<file path="src/rtl/ba_sched_pkg.sv">
package ba_sched_pkg;

  // True when pixel x lies inside a window that starts at 'start', lasts
  // 'len' pixels (wrapping at 'line'), and whose first 'defer' pixels are
  // suppressed. Positions at or past the line length never match.
  function automatic logic in_window(input int x, input int start,
                                     input int len, input int defer,
                                     input int line);
    int off;
    if (x >= line) return 1'b0;
    off = (x >= start) ? (x - start) : (x + line - start);
    return (off >= defer) && (off < len);
  endfunction

endpackage

</file>
<file path="src/rtl/ba_char_decode.sv">
module ba_char_decode #(
  parameter int XW       = 9,
  parameter int LINE_PIX = 504,
  parameter int CHAR_ON  = 488,
  parameter int CHAR_OFF = 328
) (
  input  logic [XW-1:0] x_pos,
  input  logic          bad_line,
  output logic          chr_nx
);
  import ba_sched_pkg::*;

  localparam int CHAR_LEN = (CHAR_OFF >= CHAR_ON) ? (CHAR_OFF - CHAR_ON)
                                                  : (LINE_PIX - CHAR_ON + CHAR_OFF);

  always_comb begin
    chr_nx = bad_line && in_window(int'(x_pos), CHAR_ON, CHAR_LEN, 0, LINE_PIX);
  end

endmodule

</file>
<file path="src/rtl/ba_sprite_decode.sv">
module ba_sprite_decode #(
  parameter int XW       = 9,
  parameter int LINE_PIX = 504,
  parameter int START    = 328,
  parameter int LEN      = 40,
  parameter int DEFER    = 4
) (
  input  logic [XW-1:0] x_pos,
  input  logic          active,
  input  logic          first,
  output logic          spr_nx
);
  import ba_sched_pkg::*;

  logic hit_full;
  logic hit_late;

  always_comb begin
    hit_full = in_window(int'(x_pos), START, LEN, 0,     LINE_PIX);
    hit_late = in_window(int'(x_pos), START, LEN, DEFER, LINE_PIX);
    spr_nx   = active && (first ? hit_late : hit_full);
  end

endmodule

</file>
<file path="src/rtl/ba_request_reg.sv">
module ba_request_reg #(
  parameter int SPR_NUM = 8
) (
  input  logic               clk,
  input  logic               rst_n,
  input  logic               en,
  input  logic               chr_nx,
  input  logic [SPR_NUM-1:0] spr_nx,
  output logic               ba_n,
  output logic               char_win,
  output logic [SPR_NUM-1:0] spr_win
);

  logic               ba_n_d;
  logic               char_d;
  logic [SPR_NUM-1:0] spr_d;

  always_comb begin
    ba_n_d = ba_n;
    char_d = char_win;
    spr_d  = spr_win;
    if (en) begin
      char_d = chr_nx;
      spr_d  = spr_nx;
      ba_n_d = !(chr_nx || (|spr_nx));
    end
  end

  always_ff @(posedge clk or negedge rst_n) begin
    if (!rst_n) begin
      ba_n     <= 1'b1;
      char_win <= 1'b0;
      spr_win  <= '0;
    end else begin
      ba_n     <= ba_n_d;
      char_win <= char_d;
      spr_win  <= spr_d;
    end
  end

  // nothing moves on an edge without the enable
  p_hold_without_enable_r9: assert property (@(posedge clk) disable iff (!rst_n)
    !en |=> $stable({ba_n, char_win, spr_win}));

  // bus request asserted whenever any window was decoded open
  p_request_follows_windows_r8: assert property (@(posedge clk) disable iff (!rst_n)
    (en && (chr_nx || (|spr_nx))) |=> !ba_n);

endmodule

</file>
<file path="src/rtl/ba_sched.sv">
module ba_sched #(
  parameter int XW         = 9,
  parameter int LINE_PIX   = 504,
  parameter int CHAR_ON    = 488,
  parameter int CHAR_OFF   = 328,
  parameter int SPR_NUM    = 8,
  parameter int SPR_LEN    = 40,
  parameter int SPR_STRIDE = 16,
  parameter int SPR_DEFER  = 4
) (
  input  logic               clk,
  input  logic               rst_n,
  input  logic               pix_en,
  input  logic [XW-1:0]      x_pos,
  input  logic               bad_line,
  input  logic [SPR_NUM-1:0] spr_active,
  input  logic [SPR_NUM-1:0] spr_first,
  output logic               ba_n,
  output logic               char_win,
  output logic [SPR_NUM-1:0] spr_win
);

  // Sprite 0 opens where the character window closes.
  localparam int SPR0_ON = CHAR_OFF;

  logic               rst_meta_n;
  logic               rst_sync_n;
  logic               chr_nx;
  logic [SPR_NUM-1:0] spr_nx;

  always_ff @(posedge clk or negedge rst_n) begin
    if (!rst_n) begin
      rst_meta_n <= 1'b0;
      rst_sync_n <= 1'b0;
    end else begin
      rst_meta_n <= 1'b1;
      rst_sync_n <= rst_meta_n;
    end
  end

  ba_char_decode #(
    .XW(XW), .LINE_PIX(LINE_PIX), .CHAR_ON(CHAR_ON), .CHAR_OFF(CHAR_OFF)
  ) u_char (
    .x_pos(x_pos), .bad_line(bad_line), .chr_nx(chr_nx)
  );

  for (genvar i = 0; i < SPR_NUM; i++) begin : g_spr
    localparam int START = (SPR0_ON + i * SPR_STRIDE) % LINE_PIX;

    ba_sprite_decode #(
      .XW(XW), .LINE_PIX(LINE_PIX), .START(START),
      .LEN(SPR_LEN), .DEFER(SPR_DEFER)
    ) u_dec (
      .x_pos(x_pos), .active(spr_active[i]), .first(spr_first[i]),
      .spr_nx(spr_nx[i])
    );

    // an idle sprite never opens its window
    p_idle_sprite_closed_r7: assert property (@(posedge clk) disable iff (!rst_sync_n)
      (pix_en && !spr_active[i]) |=> !spr_win[i]);

    // the first pixel of a deferred window stays closed
    p_first_line_deferred_r6: assert property (@(posedge clk) disable iff (!rst_sync_n)
      (pix_en && spr_first[i] && (int'(x_pos) == START)) |=> !spr_win[i]);
  end

  ba_request_reg #(.SPR_NUM(SPR_NUM)) u_reg (
    .clk(clk), .rst_n(rst_sync_n), .en(pix_en),
    .chr_nx(chr_nx), .spr_nx(spr_nx),
    .ba_n(ba_n), .char_win(char_win), .spr_win(spr_win)
  );

  // no character request on an ordinary line
  p_no_char_plain_line_r3: assert property (@(posedge clk) disable iff (!rst_sync_n)
    (pix_en && !bad_line) |=> !char_win);

  // positions past the line end release the bus
  p_off_line_released_r10: assert property (@(posedge clk) disable iff (!rst_sync_n)
    (pix_en && (int'(x_pos) >= LINE_PIX)) |=> ba_n);

  // a low request always has a window behind it
  p_low_needs_window_r8: assert property (@(posedge clk) disable iff (!rst_sync_n)
    !ba_n |-> (char_win || (|spr_win)));

endmodule

</file>
<file path="config.mk">
export PLATFORM = sky130hd
export DESIGN_NAME = ba_sched
export DESIGN_NICKNAME = d
export VERILOG_FILES = /design/src/rtl/ba_sched_pkg.sv /design/src/rtl/ba_char_decode.sv /design/src/rtl/ba_sprite_decode.sv /design/src/rtl/ba_request_reg.sv /design/src/rtl/ba_sched.sv
export SDC_FILE = /design/constraint.sdc
export NUM_CORES = 1
export LEC_CHECK = 0
export CELL_PAD_IN_SITES_DETAIL_PLACEMENT = 1
export CELL_PAD_IN_SITES_GLOBAL_PLACEMENT = 1
export CORE_MARGIN = 2
export CORE_UTILIZATION = 48
export DETAILED_ROUTE_END_ITERATION = 12
export DONT_BUFFER_PORTS = 1
export PLACE_DENSITY = 0.89
export RECOVER_POWER = 25
export SLEW_MARGIN = 30
export SYNTH_ARGS = -nofsm -noshare
export SYNTH_HDL_FRONTEND = slang
export SYNTH_SLANG_ARGS = --single-unit
</file>
<file path="constraint.sdc">
create_clock -name clk -period 0.8 [get_ports clk]
set_clock_uncertainty 0.1 [all_clocks]
set_input_delay 0.04 -clock clk [delete_from_list [all_inputs] [get_ports clk]]
set_output_delay 0.04 -clock clk [all_outputs]
set_load 0.01 [all_outputs]
</file>
==> results of run 1 <==
-- through the flow --
stage	utilization [%]	setup TNS, ns
2_1_floorplan	-	-18.12
3_3_place_gp	65.23	-15.01
3_5_place_dp	65.23	-17.90
-- kinds of logic after synthesis --
| group | Yosys count | synth area share, % |
|---|---|---|
| other | 1 | 0.1110 |
| xor gates and xnor gates | 18 | 4.887 |
| buffers and inverters | 59 | 8.071 |
| and+or+nand+nor | 177 | 28.69 |
| AOI/OAI and AO/OA | 167 | 35.91 |
| DFF | 12 | 8.923 |
| muxes | 22 | 6.738 |
| adders and majority gates | 18 | 6.664 |
-- cells in the mapped netlist (5+ instances only) --
master / instances / area share, %
nand2_1: 38 / 4.2
buf_2: 25 / 3.7
xnor2_1: 16 / 4.1
nor3_1: 11 / 1.6
dfrtp_1: 11 / 8.1
mux2_2: 6 / 2.0
o21ai_0: 33 / 4.9
a21oi_1: 26 / 3.9
mux2i_1: 16 / 4.7
or3_1: 7 / 1.3
nor2b_1: 5 / 0.93
ha_1: 18 / 6.7
nand2b_1: 5 / 0.93
o2111ai_1: 5 / 1.3
nand4_1: 8 / 1.5
inv_1: 14 / 1.6
o211ai_1: 11 / 2.4
and2_1: 5 / 0.93
nand3_1: 27 / 4.0
clkbuf_1: 11 / 1.2
a31oi_1: 10 / 1.9
a211oi_1: 6 / 1.3
nor2_1: 30 / 3.3
o311ai_0: 5 / 1.3
nor4_1: 5 / 0.93
and3_1: 6 / 1.1
==> metrics.txt, run 1 <==
run status=aborted with a tool error; Stopped at=clock tree synthesis; Log Error=[ERROR DPL-0033] detailed placement checks failed during check placement.; Initial Util=49.74%; placed insts=665; die height=87.91 microns; Max H-tree Level=1; Die W=~88 microns; Setup Fix Bufs, Post-CTS=16; clk sinks=12; Seq cells post-synth=12; Site Rows=30; clock root cell=clkbuf_8; Avg Inst Size Synth=7.130 sq um; Setup WS pre-CTS=-2.087 ns; post-cts sizing count=80; Detail Placement HPWL=approximately 14,000 microns; synth unique cells=86; synth warn=0; Async SR Flop Fraction=100.0%; clock buffers created by TritonCTS=3; IO Port Bufs=0; hold_buf cts=2; gpl congestion=1.051; total nets after synthesis=521; sequential element share of the synthesized area=8.923%; Clock Tree Buf Depth=2; Post-Syn Area=3379 sq um; Syn Inst Count=474; top_reg_cell synth=dfrtp_1; placed cell area=between 4000 and 5000 sq um; number of synthesized flops with an enable pin=0; Ports=39
==> run 2, diff against run 1 <==
- CELL_PAD_IN_SITES_DETAIL_PLACEMENT: 1 -> default
- CELL_PAD_IN_SITES_GLOBAL_PLACEMENT: 1 -> default
- CORE_UTILIZATION: 48 -> 40
- PLACE_DENSITY: 0.89 -> default
- PLACE_DENSITY_LB_ADDON: default -> 0.15
==> run 2 against run 1 <==
The flow now finishes, with violations (hold timing, setup timing). Synthesized cell count unchanged. Synthesized area unchanged.
==> metrics.txt, run 2 <==
run status=finished, violations left (was aborted with a tool error); failing checks=hold timing, setup timing; CTS tree=yes; nets=638; Largest stage delay, worst path=0.36 ns; Final Hold Vio Count=12; largest net degree at the start of global routing=53; Detail Placement HPWL=10,580 microns (was 14,340 microns); CP cell instances=o31a_1, nor3_2, nor2_2, buf_4, a211o_1, ha_1, nor3b_4, a32oi_1, nor4_2, nand4b_1, o32ai_2; maximum vdd ir drop=0.4635 mV; Max Transition Viols Final=0; Seq cells post-synth=12 (unchanged); vias in the first global route=4,181; synth cell count leaders=nand2_1 (38), o21ai_0 (33), nor2_1 (30), nand3_1 (27), a21oi_1 (26) (unchanged); Die W=95.92 microns (was 87.91 microns); RSZ-0062 raised after global routing=yes; most common cell after layout, fill and taps aside=buf_4; Placeable Area=~8200 sq um; PD cells=between 800 and 900 nW/um^2; Ports=39 (unchanged); die height=95.92 microns (was 87.91 microns); synth warn=0 (unchanged); layout cells sized above 1=40.68%; Synth-to-Final Area Change=50.98%; first-pass GRT wire length=22,360 microns; clock buffers created by TritonCTS=3 (unchanged); placed insts=679 (was 665); total nets after synthesis=521 (unchanged); Initial Util=41.13% (was 49.74%); Synth Area in Compound Gates=35.91% (unchanged); Worst Setup Start Kind=input pin; global-route usage over all layers=a little under a third; Avg Inst Size Synth=7.130 sq um (unchanged); XOR/XNOR share of the synthesized area=4.887% (unchanged); antenna violations before repair=0; drt via density=6.380; Worst path slowest cell=nor4_2; max frequency=433.6 MHz; TritonRoute pass-1 iters=5; final cycle utilization of the critical path=288.3%; IO Port Bufs=0 (unchanged); main combinational cell family by area after synthesis=compound AO/OA/AOI/OAI gates (unchanged); Vias=4,434; Max H-tree Level=1 (unchanged); Clock Latency Late Sink=0.25 ns; top_reg_cell synth=dfrtp_1 (unchanged); sequential element share of the synthesized area=8.923% (unchanged); drt wl/cell=between 20 and 25 microns; dominant cells by area after synthesis=dfrtp_1 (8.1%), ha_1 (6.7%), o21ai_0 (4.9%) (unchanged); Final Cell Area=5102 sq um; GRT overflow=0; Top reg by flops=u_reg.spr_win; Residual DRC=0; drt initial violations=418; number of synthesized flops with an enable pin=0 (unchanged); Fin Hold WS=-0.2488 ns; Worst Path Arrival=2.37 ns; Post-Syn Area=3379 sq um (unchanged); post-route ant nets=0; commonest non-fill, non-tap cells in the layout=buf_4 (131), nand2_1 (35), nor2_1 (28), o21ai_0 (26), nand3_1 (26); gpl congestion=0.9713 (was 1.051); post-synth top area share=8.145% (unchanged); setup TNS=-14.27 ns; Adder-Cell Fraction of Synth Area=6.664% (unchanged); Rel. slew slack=59.14%; max reg flops=8; Clock transition at path regs=0.05 ns; clock root cell=clkbuf_8 (unchanged); Min-Delay Path Class=in -> reg; clk sinks=12 (unchanged); die area=between 9000 and 10,000 sq um; top-count cell post-synth=nand2_1 (unchanged); # Max-Cap Violations=0; Tmin final=2.306 ns; diode count=0; Critical Path RT=0.86 ns; Async SR Flop Fraction=100.0% (unchanged); Site Rows=33 (was 30); proportion of synthesized area in mux cells=6.738% (unchanged); post-layout power=just over 0.004 W; Yosys top cell by area=dfrtp_1 (unchanged); Clock Tree Buf Depth=2 (unchanged); placed cell area=4506 sq um (was 4432 sq um); CP endpoint kind=flop; Layout Cells excl Fill=695; drt total wl=14,440 microns; hold_buf cts=1 (was 2); Worst Max-Slew Pin Slew=around 0.61 ns; setup ws final=-1.506 ns; synth unique cells=86 (unchanged); Syn Inst Count=474 (unchanged); kind of critical path=in -> reg; Lkg Pwr=2.139 nW; post-synthesis simple-gate area fraction=28.69% (unchanged); crit-path max FO=52; setup violators final=20
-- run 2: cell counts after synthesis --
Identical to the previous run, type by type.
-- run 2: timing repair --
item | CTS | global route
pin swaps | 26 | 38
hold endpoints to repair | 12 | 12
setup buffers | 9 | 4
setup endpoints to repair | 20 | 20
resized for setup | 50 | 56
-- run 2: logic make-up after synthesis --
kind of cell | after synthesis
AOI/OAI and AO/OA | 167
xor gates and xnor gates | 18
adders and majority gates | 18
buffers and inverters | 59
DFF | 12
and+or+nand+nor | 177
other | 1
muxes | 22
-- run 2: area by class of cell --
cell class                      instances  area (sq um)
Clock buffer                            4         55.05
Fill cell                             740          3114
Inverter                               15         120.1
Multi-Input combinational cell        403          3201
Sequential cell                        12         301.5
Tap cell                              105         131.4
Timing Repair Buffer                  156          1294
-- run 2: metal layers --
layer	share of wire [%]	GRT usage, %	vias up
met3	8.7	4.777	31
li1	-	-	2070
met1	42	42.46	2112
met2	47	52.51	221
met5	0	0	-
met4	2.5	7.143	0
-- run 2: power by group --
group / switching (W) / internal, W
logic: 0.00131 / 0.00140
registers: 0.0000418 / 0.000662
clock network: 0.000235 / 0.000435
total: 0.00159 / 0.00250
-- run 2: final timing paths --
| check | cells past startpoint | from | end | slack [ns] |
|---|---|---|---|---|
| max in group asynchronous | 0 | rst_sync_n | u_reg.ba_n | 0.20 |
| max reg2reg | 2 | u_reg.ba_n | u_reg.ba_n | -0.08 |
| max | 11 | x_pos[5] | u_reg.ba_n | -1.51 |
| min reg2reg | 0 | rst_sync_n | u_reg.spr_win[3] | 0.07 |
| min in group asynchronous | 1 | rst_n | rst_sync_n | -0.07 |
| min | 1 | pix_en | u_reg.ba_n | -0.25 |
-- run 2: critical path, delay by kind of cell --
kind,cells,cell delay (ns)
simple gates,5,1.06
fa+ha+maj,1,0.29
compound gates,4,0.82
buf+inv,1,0.14
-- run 2: stage by stage --
stage | hold WS [ns] | utilization (%) | setup slack, ns
after global routing | -0.2589 | 62.10 | -1.541
after CTS | -0.2561 | 58.63 | -1.412
after detailed placement | -0.3555 | 54.83 | -1.887
final | -0.2488 | 62.10 | -1.506
after global placement | -0.3555 | 54.83 | -1.818
after floorplan | -0.3556 | - | -1.970
(Power assumes the default switching activity.)
==> run 3, diff against run 2 <==
- CTS_BUF_LIST: default -> sky130_fd_sc_hd__clkbuf_4
==> run 3 against run 2 <==
The run still ends with hold timing, setup timing left. Largest power group unchanged. Setup slack gained 0.076 ns. Fmax grew 3.4%. Hold slack lost 0.043 ns. Routed wire length shrank 1.6%. Count of clock-buffer cells in the layout shrank 1. Register-to-register slack is essentially flat. Clock power shrank 40%. Combinational power shrank 3%. Flip-flop and latch count is the same. Power shrank 8.8%. Cell count shrank 0.72%. First-iteration DRC count shrank 11%.
==> metrics.txt, run 3 (same netlist as run 2, synthesis figures left out) <==
Max Transition Viols Final=0 (unchanged); gpl congestion=0.9713 (unchanged); Final Cell Area=4907 sq um (was 5102 sq um); hold_buf cts=2 (was 1); Worst Setup Start Kind=input pin (unchanged); R2R depth=2 (unchanged); Vias=4,408 (was 4,434); Clock Latency Late Sink=0.29 ns (was 0.25 ns); Psw=0.001544 W (was 0.001587 W); kind of critical path=in -> reg (unchanged); PD cells=759.8 nW/um^2 (was 801.2 nW/um^2); CP top delay family=simple AND/OR/NAND/NOR gates (unchanged); setup ws final=-1.430 ns (was -1.506 ns); die area=9200 sq um (unchanged); Die W=95.92 microns (unchanged); Final Hold Vio Count=12 (unchanged); Hold Path Cell Cnt=1 (unchanged); Detail Placement HPWL=10,580 microns (unchanged); Net Sw Frac=41.41% (was 38.83%); largest net degree at the start of global routing=53 (unchanged); post-route ant nets=0 (unchanged); antenna violations before repair=0 (unchanged); Synth-to-Final Area Change=45.21% (was 50.98%); Clock transition at path regs=0.07 ns (was 0.05 ns); Layout Cells excl Fill=690 (was 695); commonest non-fill, non-tap cells in the layout=buf_4 (133), nand2_1 (36), o21ai_0 (28), nor2_1 (28), nand3_1 (26) (was buf_4 (131), nand2_1 (35), nor2_1 (28), o21ai_0 (26), nand3_1 (26)); placed cell area=4506 sq um (unchanged); setup violators final=20 (unchanged); failing checks=hold timing, setup timing (unchanged); placed insts=679 (unchanged); layout cells sized above 1=39.15% (was 40.68%); most used cell, CP=buf_4; Worst Max-Slew Pin Slew=0.6051 ns (was 0.6053 ns); Initial Util=41.13% (unchanged); Fin Hold WS=-0.2920 ns (was -0.2488 ns); Clock Tree Buf Depth=2 (unchanged); RSZ-0062 raised after global routing=yes (unchanged); Clock Power Share=10.7% (was 16.4%); Max H-tree Level=1 (unchanged); Setup WS pre-CTS=-1.887 ns (unchanged); first-pass GRT wire length=22,240 microns (was 22,360 microns); vias in the first global route=4,165 (was 4,181); Rel. slew slack=59.15% (was 59.14%); drt via density=6.388 (was 6.380); sequential share of power=18.8% (was 17.2%); register-to-register setup slack=-0.08 ns (about the same); clock root cell=clkbuf_4 (was clkbuf_8); diode count=0 (unchanged); Largest stage delay, worst path=0.32 ns (was 0.36 ns); IO Port Bufs=0 (unchanged); Worst Path Arrival=2.34 ns (was 2.37 ns); # Max-Cap Violations=0 (unchanged); FF-to-FF End=u_reg.ba_n (unchanged); CTS tree=yes (unchanged); final cycle utilization of the critical path=278.8% (was 288.3%); Tmin final=2.230 ns (was 2.306 ns); TritonRoute pass-1 iters=5 (unchanged); CP endpoint kind=flop (unchanged); GRT overflow=0 (unchanged); CP bufs+invs=2 (was 1); Critical Path RT=0.91 ns (was 0.86 ns); run status=finished, violations left (unchanged); CP cell instances=o31a_1, nor3_2, nor2_2, buf_4, a211o_1, ha_1, nor3b_4, a32oi_1, nor4_2, buf_4, nand4b_1, o32ai_2 (was o31a_1, nor3_2, nor2_2, buf_4, a211o_1, ha_1, nor3b_4, a32oi_1, nor4_2, nand4b_1, o32ai_2); hold path start=pix_en (unchanged); Placeable Area=8217 sq um (unchanged); Hold EP=u_reg.ba_n (unchanged); clk sinks=12 (unchanged); max reg flops=8 (unchanged); drt total wl=14,200 microns (was 14,440 microns); drt initial violations=372 (was 418); die height=95.92 microns (unchanged); internal power=0.002184 W (was 0.002501 W); Residual DRC=0 (unchanged); Min-Delay Path Class=in -> reg (unchanged); Top reg by flops=u_reg.spr_win (unchanged); drt wl/cell=20.59 microns (was 20.78 microns); most common cell after layout, fill and taps aside=buf_4 (unchanged); Finished Core Util=59.72% (was 62.10%); maximum vdd ir drop=0.4638 mV (was 0.4635 mV); Worst R2R Start=u_reg.ba_n (unchanged); crit-path max FO=50 (was 52); Site Rows=33 (unchanged); clock buffers created by TritonCTS=3 (unchanged); combinational power share=70.5% (was 66.4%); Ports=39 (unchanged); global-route usage over all layers=31.21% (was 31.39%); Worst path slowest cell=nor4_2 (unchanged); Lkg Pwr=2.050 nW (was 2.139 nW); nets=633 (was 638); max frequency=448.4 MHz (was 433.6 MHz)
## run 3: cell types whose count changed in the layout (fill, tap and decap cells not counted), moves of 3 or more
| cell | delta |
|---|---|
| buf_6 | -6 |
| clkbuf_8 | -4 |
| clkbuf_4 | +3 |
| ha_1 | +3 |
## run 3: layer usage
metal	track usage (%)	routed length (microns)	vias to the layer above
met5	0	0	-
met4	7.619	368	0
met3	4.385	1099	30
met2	51.57	6669	226
met1	42.77	6065	2104
li1	-	-	2048
## run 3: worst max-delay path by stage
stage                   from         end  slack, ns  cells past startpoint
finish              x_pos[3]  u_reg.ba_n      -1.43                     12
global route        x_pos[5]  u_reg.ba_n      -1.47                     11
floorplan           x_pos[3]  u_reg.ba_n      -1.97                     20
CTS                 x_pos[4]  u_reg.ba_n      -1.37                     12
global placement    x_pos[7]  u_reg.ba_n      -1.82                     14
detailed placement  x_pos[7]  u_reg.ba_n      -1.89                     14
## run 3: worst register-to-register path, stage by stage, from the launching register on
cell     delay [ns]
dfstp_2        0.55
inv_1          0.05
o32ai_2        0.11
## run 3: through the flow
stage / hold WS [ns] / TNS [ns] / power [W]
detailed placement: -0.3555 / -16.04 / 0.003039
global placement: -0.3555 / -15.46 / 0.003009
global route: -0.3137 / -15.17 / 0.003990
floorplan: -0.3556 / -18.12 / 0.002259
finish: -0.2920 / -13.93 / 0.003728
CTS: -0.2981 / -13.79 / 0.003593
## run 3: area by class of cell
| cell class | instances | area [sq um] |
|---|---|---|
| Fill cell | 761 | 3309 |
| Multi-Input combinational cell | 403 | 3131 |
| Timing Repair Buffer | 151 | 1226 |
| Tap cell | 105 | 131.4 |
| Clock buffer | 3 | 22.52 |
| Sequential cell | 12 | 301.5 |
| Inverter | 15 | 91.34 |
| Clock inverter | 1 | 3.754 |
## run 3: power groups by stage
stage,clock [W],combinational [W],sequential [W]
detailed placement,0,0.00233,0.000706
finish,0.000400,0.00263,0.000701
global placement,0,0.00231,0.000704
global route,0.000454,0.00283,0.000709
CTS,0.000405,0.00249,0.000702
floorplan,0,0.00154,0.000718
## run 3: timing repair
action | in CTS | in global routing
buffers inserted | 6 | 2
endpoints found under the hold margin | 12 | 12
gates resized for setup | 44 | 31
setup endpoints to repair | 20 | 22
cloned | 0 | 0
pin swaps | 15 | 17
==> run 4, diff against run 3 <==
- CELL_PAD_IN_SITES_DETAIL_PLACEMENT: default -> 2
- CELL_PAD_IN_SITES_GLOBAL_PLACEMENT: default -> 2
- CORE_UTILIZATION: 40 -> 38
==> run 4 against run 3 <==
The flow now stops in clock tree synthesis. Synthesized cell count unchanged. Synthesized area unchanged.
==> metrics.txt, run 4 <==
dominant cells by area after synthesis=dfrtp_1 (8.1%), ha_1 (6.7%), o21ai_0 (4.9%) (unchanged); synth unique cells=86 (unchanged); Log Error=[ERROR DPL-0033] detailed placement checks failed during check placement.; Max H-tree Level=1 (unchanged); Initial Util=38.94% (was 41.13%); Post-Syn Area=3379 sq um (unchanged); main combinational cell family by area after synthesis=compound AO/OA/AOI/OAI gates (unchanged); post-synth top area share=8.145% (unchanged); clk sinks=12 (unchanged); Clock Tree Buf Depth=2 (unchanged); die height=98.31 microns (was 95.92 microns); Stopped at=clock tree synthesis; XOR/XNOR share of the synthesized area=4.887% (unchanged); post-cts sizing count=85 (was 44); Yosys top cell by area=dfrtp_1 (unchanged); Ports=39 (unchanged); gpl congestion=0.9760 (was 0.9713); synth cell count leaders=nand2_1 (38), o21ai_0 (33), nor2_1 (30), nand3_1 (27), a21oi_1 (26) (unchanged); Syn Inst Count=474 (unchanged); proportion of synthesized area in mux cells=6.738% (unchanged); placed cell area=4552 sq um (was 4506 sq um); total nets after synthesis=521 (unchanged); Seq cells post-synth=12 (unchanged); number of synthesized flops with an enable pin=0 (unchanged); Adder-Cell Fraction of Synth Area=6.664% (unchanged); Avg Inst Size Synth=7.130 sq um (unchanged); clock buffers created by TritonCTS=3 (unchanged); Setup Fix Bufs, Post-CTS=26 (was 6); clock root cell=clkbuf_4 (unchanged); Die W=98.31 microns (was 95.92 microns); Synth Area in Compound Gates=35.91% (unchanged); post-synthesis simple-gate area fraction=28.69% (unchanged); synth warn=0 (unchanged); hold_buf cts=2 (unchanged); Detail Placement HPWL=16,230 microns (was 10,580 microns); top-count cell post-synth=nand2_1 (unchanged); sequential element share of the synthesized area=8.923% (unchanged); Async SR Flop Fraction=100.0% (unchanged); top_reg_cell synth=dfrtp_1 (unchanged); Site Rows=34 (was 33); run status=aborted with a tool error (was finished, violations left); IO Port Bufs=0 (unchanged)
-- run 4: cell counts after synthesis --
Identical to the previous run, type by type.
-- run 4: kinds of logic after synthesis --
family | after synthesis
simple gates | 177
fa+ha+maj | 18
other cells | 1
buf+inv | 59
xor+xnor | 18
flops | 12
mux | 22
compound gates | 167
-- run 4: through the flow --
stage,setup WS [ns],std cells
detailed placement,-2.121,691
global placement,-1.774,691
floorplan,-1.970,474
